### src/rtl/trap_pkg.sv
package trap_pkg;

  localparam int NUM_W = 7;
  localparam int LVL_W = 2;

  localparam logic [LVL_W-1:0] LVL_NONE  = 2'd0;
  localparam logic [LVL_W-1:0] LVL_FAULT = 2'd1;
  localparam logic [LVL_W-1:0] LVL_SYS   = 2'd2;
  localparam logic [LVL_W-1:0] LVL_RESET = 2'd3;

  localparam logic [NUM_W-1:0] NUM_RESET   = 7'h00;
  localparam logic [NUM_W-1:0] NUM_NMI     = 7'h02;
  localparam logic [NUM_W-1:0] NUM_STK_OVF = 7'h04;
  localparam logic [NUM_W-1:0] NUM_STK_UNF = 7'h06;
  localparam logic [NUM_W-1:0] NUM_FAULT   = 7'h0A;

  // Strobes from control to datapath for one cycle.
  typedef struct packed {
    logic             take;
    logic [LVL_W-1:0] cls;
    logic [NUM_W-1:0] num;
    logic [2:0]       clrClassA;
    logic             clrFaults;
    logic             clrSw;
    logic             clrRst;
  } trap_ctl_t;

endpackage

### src/rtl/trap_dp.sv
module trap_dp
  import trap_pkg::*;
#(
  parameter int FAULT_N = 5,
  parameter int ADDR_W  = 24
) (
  input  logic                 clk,
  input  logic                 rstN,
  input  logic                 rstEvt,
  input  logic                 nmiReq,
  input  logic                 stkOvfReq,
  input  logic                 stkUnfReq,
  input  logic [FAULT_N-1:0]   faultReq,
  input  logic                 swTrapReq,
  input  logic [NUM_W-1:0]     swTrapNum,
  input  logic                 flagWe,
  input  logic [FAULT_N+2:0]   flagWdata,
  input  trap_ctl_t            ctl,
  output logic [FAULT_N+2:0]   flagRd,
  output logic [2:0]           pendA,
  output logic                 pendFault,
  output logic                 pendRst,
  output logic                 pendSw,
  output logic [NUM_W-1:0]     swNumHeld,
  output logic                 takeTrap,
  output logic [ADDR_W-1:0]    trapVector,
  output logic [NUM_W-1:0]     trapNum,
  output logic [LVL_W-1:0]     trapClass
);

  localparam int FLAG_W = FAULT_N + 3;
  localparam int PAD_W  = ADDR_W - NUM_W - 2;

  logic [FLAG_W-1:0]  flagReg;
  logic [FLAG_W-1:0]  evtVec;
  logic [FLAG_W-1:0]  keepMask;
  logic [2:0]         pendAReg;
  logic [FAULT_N-1:0] faultPendReg;
  logic               rstPendReg;
  logic               swPendReg;
  logic [NUM_W-1:0]   swNumReg;

  assign evtVec   = {faultReq, stkUnfReq, stkOvfReq, nmiReq};
  assign keepMask = flagWe ? flagWdata : {FLAG_W{1'b1}};

  // Sticky flags and pending requests
  always_ff @(posedge clk or negedge rstN) begin
    if (!rstN) begin
      flagReg      <= '0;
      pendAReg     <= '0;
      faultPendReg <= '0;
      rstPendReg   <= 1'b1;
      swPendReg    <= 1'b0;
      swNumReg     <= '0;
    end else if (rstEvt) begin
      flagReg      <= '0;
      pendAReg     <= '0;
      faultPendReg <= '0;
      rstPendReg   <= 1'b1;
      swPendReg    <= 1'b0;
    end else begin
      flagReg      <= (flagReg & keepMask) | evtVec;
      pendAReg     <= (pendAReg & ~ctl.clrClassA) | evtVec[2:0];
      faultPendReg <= (faultPendReg & ~{FAULT_N{ctl.clrFaults}}) | faultReq;
      if (ctl.clrRst) rstPendReg <= 1'b0;
      if (swTrapReq) begin
        swPendReg <= 1'b1;
        swNumReg  <= swTrapNum;
      end else if (ctl.clrSw) begin
        swPendReg <= 1'b0;
      end
    end
  end

  // Registered take outputs
  always_ff @(posedge clk or negedge rstN) begin
    if (!rstN) begin
      takeTrap   <= 1'b0;
      trapNum    <= '0;
      trapClass  <= LVL_NONE;
      trapVector <= '0;
    end else begin
      takeTrap <= ctl.take;
      if (ctl.take) begin
        trapNum    <= ctl.num;
        trapClass  <= ctl.cls;
        trapVector <= {{PAD_W{1'b0}}, ctl.num, 2'b00};
      end
    end
  end

  assign flagRd    = flagReg;
  assign pendA     = pendAReg;
  assign pendFault = |faultPendReg;
  assign pendRst   = rstPendReg;
  assign pendSw    = swPendReg;
  assign swNumHeld = swNumReg;

endmodule

### src/rtl/trap_ctrl.sv
module trap_ctrl
  import trap_pkg::*;
#(
  parameter int NEST_DEPTH = 2
) (
  input  logic             clk,
  input  logic             rstN,
  input  logic             rstEvt,
  input  logic [2:0]       pendA,
  input  logic             pendFault,
  input  logic             pendRst,
  input  logic             pendSw,
  input  logic [NUM_W-1:0] swNum,
  input  logic             trapRet,
  output trap_ctl_t        ctl,
  output logic [LVL_W-1:0] activeLevel,
  output logic             intBlock
);

  logic [LVL_W-1:0] curLevel, curNext;
  logic [NEST_DEPTH-1:0][LVL_W-1:0] stk, stkNext;
  logic [LVL_W-1:0] hwCls;
  logic [NUM_W-1:0] hwNum;
  logic [2:0]       hwClrA;
  logic             hwFault, hwRst, hwGo;

  // Fixed-priority pick among pending hardware requests
  always_comb begin
    hwCls   = LVL_NONE;
    hwNum   = NUM_RESET;
    hwClrA  = 3'b000;
    hwFault = 1'b0;
    hwRst   = 1'b0;
    if (pendRst) begin
      hwCls = LVL_RESET;
      hwRst = 1'b1;
    end else if (pendA[0]) begin
      hwCls  = LVL_SYS;
      hwNum  = NUM_NMI;
      hwClrA = 3'b001;
    end else if (pendA[1]) begin
      hwCls  = LVL_SYS;
      hwNum  = NUM_STK_OVF;
      hwClrA = 3'b010;
    end else if (pendA[2]) begin
      hwCls  = LVL_SYS;
      hwNum  = NUM_STK_UNF;
      hwClrA = 3'b100;
    end else if (pendFault) begin
      hwCls   = LVL_FAULT;
      hwNum   = NUM_FAULT;
      hwFault = 1'b1;
    end
  end

  assign hwGo = hwRst | (hwCls > curLevel);

  always_comb begin
    ctl = '0;
    if (hwGo) begin
      ctl.take      = 1'b1;
      ctl.cls       = hwCls;
      ctl.num       = hwNum;
      ctl.clrClassA = hwClrA;
      ctl.clrFaults = hwFault;
      ctl.clrRst    = hwRst;
    end else if (pendSw) begin
      ctl.take  = 1'b1;
      ctl.cls   = LVL_NONE;
      ctl.num   = swNum;
      ctl.clrSw = 1'b1;
    end
  end

  // Nesting stack of in-service levels
  always_comb begin
    curNext = curLevel;
    stkNext = stk;
    if (rstEvt || (hwGo && hwRst)) begin
      curNext = LVL_NONE;
      stkNext = '0;
    end else if (hwGo) begin
      curNext    = hwCls;
      stkNext[0] = curLevel;
      for (int i = 1; i < NEST_DEPTH; i++) stkNext[i] = stk[i-1];
    end else if (trapRet) begin
      curNext = stk[0];
      for (int i = 0; i < NEST_DEPTH - 1; i++) stkNext[i] = stk[i+1];
      stkNext[NEST_DEPTH-1] = LVL_NONE;
    end
  end

  always_ff @(posedge clk or negedge rstN) begin
    if (!rstN) begin
      curLevel <= LVL_NONE;
      stk      <= '0;
    end else begin
      curLevel <= curNext;
      stk      <= stkNext;
    end
  end

  assign activeLevel = curLevel;
  assign intBlock    = (curLevel != LVL_NONE);

endmodule

### src/rtl/trap_vector_unit.sv
module trap_vector_unit
  import trap_pkg::*;
#(
  parameter int FAULT_N    = 5,
  parameter int ADDR_W     = 24,
  parameter int NEST_DEPTH = 2
) (
  input  logic               clk,
  input  logic               rstN,
  input  logic               swRstReq,
  input  logic               wdtOvfReq,
  input  logic               nmiReq,
  input  logic               stkOvfReq,
  input  logic               stkUnfReq,
  input  logic [FAULT_N-1:0] faultReq,
  input  logic               swTrapReq,
  input  logic [6:0]         swTrapNum,
  input  logic               trapRet,
  input  logic               flagWe,
  input  logic [FAULT_N+2:0] flagWdata,
  output logic [FAULT_N+2:0] flagRd,
  output logic               takeTrap,
  output logic [ADDR_W-1:0]  trapVector,
  output logic [6:0]         trapNum,
  output logic [1:0]         trapClass,
  output logic               intBlock
);

  trap_ctl_t        ctl;
  logic [2:0]       pendA;
  logic             pendFault, pendRst, pendSw;
  logic [NUM_W-1:0] swNumHeld;
  logic [LVL_W-1:0] activeLevel;
  logic             rstEvt;

  assign rstEvt = swRstReq | wdtOvfReq;

  trap_dp #(.FAULT_N(FAULT_N), .ADDR_W(ADDR_W)) u_dp (
    .clk(clk), .rstN(rstN), .rstEvt(rstEvt),
    .nmiReq(nmiReq), .stkOvfReq(stkOvfReq), .stkUnfReq(stkUnfReq),
    .faultReq(faultReq), .swTrapReq(swTrapReq), .swTrapNum(swTrapNum),
    .flagWe(flagWe), .flagWdata(flagWdata), .ctl(ctl),
    .flagRd(flagRd), .pendA(pendA), .pendFault(pendFault),
    .pendRst(pendRst), .pendSw(pendSw), .swNumHeld(swNumHeld),
    .takeTrap(takeTrap), .trapVector(trapVector), .trapNum(trapNum),
    .trapClass(trapClass)
  );

  trap_ctrl #(.NEST_DEPTH(NEST_DEPTH)) u_ctrl (
    .clk(clk), .rstN(rstN), .rstEvt(rstEvt),
    .pendA(pendA), .pendFault(pendFault), .pendRst(pendRst),
    .pendSw(pendSw), .swNum(swNumHeld), .trapRet(trapRet),
    .ctl(ctl), .activeLevel(activeLevel), .intBlock(intBlock)
  );

endmodule

### config.mk
export PLATFORM = sky130hd
export DESIGN_NAME = trap_vector_unit
export DESIGN_NICKNAME = d
export VERILOG_FILES = /design/src/rtl/trap_pkg.sv /design/src/rtl/trap_dp.sv /design/src/rtl/trap_ctrl.sv /design/src/rtl/trap_vector_unit.sv
export SDC_FILE = /design/constraint.sdc
export NUM_CORES = 1
export LEC_CHECK = 0
export BUFFER_PORTS_ARGS = -buffer_cell sky130_fd_sc_hd__buf_2
export CORE_ASPECT_RATIO = 0.5
export CORE_MARGIN = 2
export CORE_UTILIZATION = 51
export CTS_CLUSTER_SIZE = 28
export DETAILED_ROUTE_END_ITERATION = 7
export PLACE_DENSITY = 0.84
export SLEW_MARGIN = 20
export SYNTH_ARGS = -nofsm -noshare
export SYNTH_HDL_FRONTEND = slang
export SYNTH_SLANG_ARGS = --single-unit
### constraint.sdc
create_clock -name clk -period 3.1 [get_ports clk]
set_input_delay 0.62 -clock clk [delete_from_list [all_inputs] [get_ports clk]]
set_output_delay 0.62 -clock clk [all_outputs]
set_load 0.01 [all_outputs]
==> results.toml <==
[floorplan]
die_h_um = 48.3
core-area_um2 = 3840
die_w_um = 92.7
dieArea_um2 = 4480
start_util_pct = 52.1
rows = 16
io_pins = 73

[critical_path]
crit_chain = "nor3_1 > nand2b_1 > ha_1 > nor2b_4 > o22a_1 > mux2i_1 > o2bb2ai_1"
r2r_end = "u_ctrl.stk[1]"
regToRegStartpoint = "u_dp.pendA[0]"
crit_arrival_ns = 2.61
critPathMaxStageDelay_ns = 0.52
crit_slowest_cell = "o22a_1"
r2r_setup_slack_ns = 0.66
path_max_fanout = 15
startpoint_type = "flip-flop"
critPathTopFamily = "simple AND/OR/NAND/NOR gates"
cp-end-kind = "flip-flop"
critPathKind = "reg2reg"
cp.required_ns = 3.27
ff2ff_path_depth = 7
critPathBufInv = 0

[sta]
rsz0062_at_grt = "false"
fin_setup_tns_ns = 0
setup_viol = 0
fin_skew_ns = 0.00633
slew_headroom_pct = 41.0
fin_ws_ns = 0.665
finalMaxSlewViolations = 0
finalCritPeriodShare_pct = 78.6
fmax_mhz = 411
period_minus_slack_ns = 2.44
hold_viol = 0
worst_pin_slew_ns = 0.885

[route]
wl_met2_um = 1970
highest_layer = "met4"
first_pass_iters = 4
vias = 1547
drtIter0Drc = 79
antenna_left = 0
drc = 0
wl_met3_um = 208
wl_per_cell_um = 13.2
wl_met1_um = 1730
routed_via_density = 5.14
drt-total-wl_um = 3970

[layout]
final_common_cell = "buf_2"
drive_above_1_share_pct = 29.6
final_nets = 278
area.growth.synth_to_final_pct = 13.7
utilization_pct = 59.3
fillCellCount = 329
diodes = 0
final_cell_mix = "buf_2, dfrtp_1, a21oi_1"

[clocking]
cts_buffer_depth = 2
cts.clk_slew.worst_paths_ns = 0.08
post-cts-setup-buffer-count = 0
cts_sinks = 41
htreeDepth = 2
clock_latency_ns = 0.29
cts_tree = "built"
ctsResizeCount = 0
cts_root_buffer = "clkbuf_8"
holdBufCountCts = 0
cts_buffers = 5

[global_routing]
grt_pass1_wl_um = 6750
first_global_vias = 1536
grt-ovfl-total = 0
antenna_found_initial = 0
grt_use_total_pct = 19.0
grt_max_degree = 42

[power]
vdd_drop_max_uv = 166
leakage_nw = 1.17
power.density_nw_per_um2 = 481

[synthesis]
synth_top_area_cell = "dfrtp_1"
synth_seq_area_share_pct = 51.2
syn_area_um2 = 2000
synthCells = 197
yosys.cell_types.count = 38
synth_edf_count = 0
syn_avg_cell_area_um2 = 10.2
ys_ff_latch = 41
synth_area_leaders = "dfrtp_1, buf_4, a21oi_1, o21ai_0, mux2i_1"
synth_top_area_share_pct = 49.9
yosys_most_used_dff = "dfrtp_1"
yosysWarnings = 0
ys_async_sr_fraction_pct = 100

[min_path]
hold_class = "in2async"

[job]
cap_violations = 0

[placed_design]
gp_congestion = 0.906
post-place-ws_ns = 0.695
dp_hpwl_um = 2970
portBuffers = 55

[outcome]
outcome = "complete, no violations"
==> cell families after synthesis <==
kind of cell,count (synthesis),synth area share [%]
AOI/OAI and AO/OA,56,17.2
buffers and inverters,45,13.9
and+or+nand+nor,41,10.5
DFF,41,51.2
muxes,11,5.74
adders and majority gates,2,1.25
other,1,0.187
==> flip-flops by register name, indices dropped and copies added, names as in the netlist <==
register / cells
u_dp.swNumHeld: 7
u_dp.takeTrap: 1
u_dp.faultPendReg: 5
u_dp.pendSw: 1
u_ctrl.activeLevel: 2
u_ctrl.stk: 4
u_dp.trapNum: 7
u_dp.pendA: 3
u_dp.trapClass: 2
u_dp.pendRst: 1
u_dp.flagRd: 8
==> area by class of cell <==
| cell class | instances | area (um^2) | share of cell area (%) |
|---|---|---|---|
| multi-input combinational | 127 | 758 | 33.3 |
| clock buffer | 8 | 90.1 | 3.95 |
| tap | 54 | 67.6 | 2.97 |
| sequential | 41 | 1030 | 45.1 |
| timing repair buffer | 55 | 275 | 12.1 |
| inverter | 16 | 60.1 | 2.64 |
==> power by group <==
group          switching [W]  internal [W]  total (W)
clock               0.000169      0.000181   0.000351
combinational      0.0000920     0.0000607   0.000153
sequential         0.0000217      0.000570   0.000591
total               0.000283      0.000812    0.00109
==> worst max path at each step <==
stage,from,to,cells after the start
after global placement,u_dp.pendA[0],u_dp.trapNum[3],7
after global routing,u_dp.pendA[0],u_ctrl.stk[1],7
after detailed placement,u_dp.pendA[0],u_ctrl.stk[1],7
final,u_dp.pendA[0],u_ctrl.stk[1],7
after floorplan,u_dp.pendA[0],u_ctrl.activeLevel[0],7
after CTS,u_dp.pendA[0],u_ctrl.stk[1],7
==> per-layer routing <==
layer | vias up | track usage (%)
li1 | 726 | -
met3 | 9 | 3.74
met5 | - | 0
met4 | 0 | 7.11
met1 | 753 | 24.1
met2 | 59 | 32.7
==> synth_stat cells (2+ instances only) <==
cell / n
a21oi_1: 22
a21oi_2: 2
and2_1: 2
buf_4: 24
dfrtp_1: 40
ha_1: 2
inv_1: 15
mux2_2: 4
mux2i_1: 7
nand2_1: 10
nand3b_1: 2
nor2_1: 14
nor3_1: 6
o21ai_0: 16
o22a_1: 4
o22ai_1: 2
o2bb2ai_1: 3
o31ai_1: 2
==> worst register-to-register path, delay by kind of cell, from the launching register on <==
family	cells	cell delay [ns]
mux	1	0.28
simple gates	3	0.65
compound gates	2	0.60
flops	1	0.44
fa+ha+maj	1	0.34
==> stage by stage <==
stage	hold WS (ns)	total power (W)	instance area, um^2	cells
finish	0.449	0.00109	2280	301
global route	0.523	0.00115	2280	301
CTS	0.485	0.00110	2280	301
detailed placement	0.508	0.000754	2190	293
global placement	0.492	0.000745	2190	293
floorplan	0.324	0.000712	2060	213
Note: power is estimated with default switching activity, not from simulation.
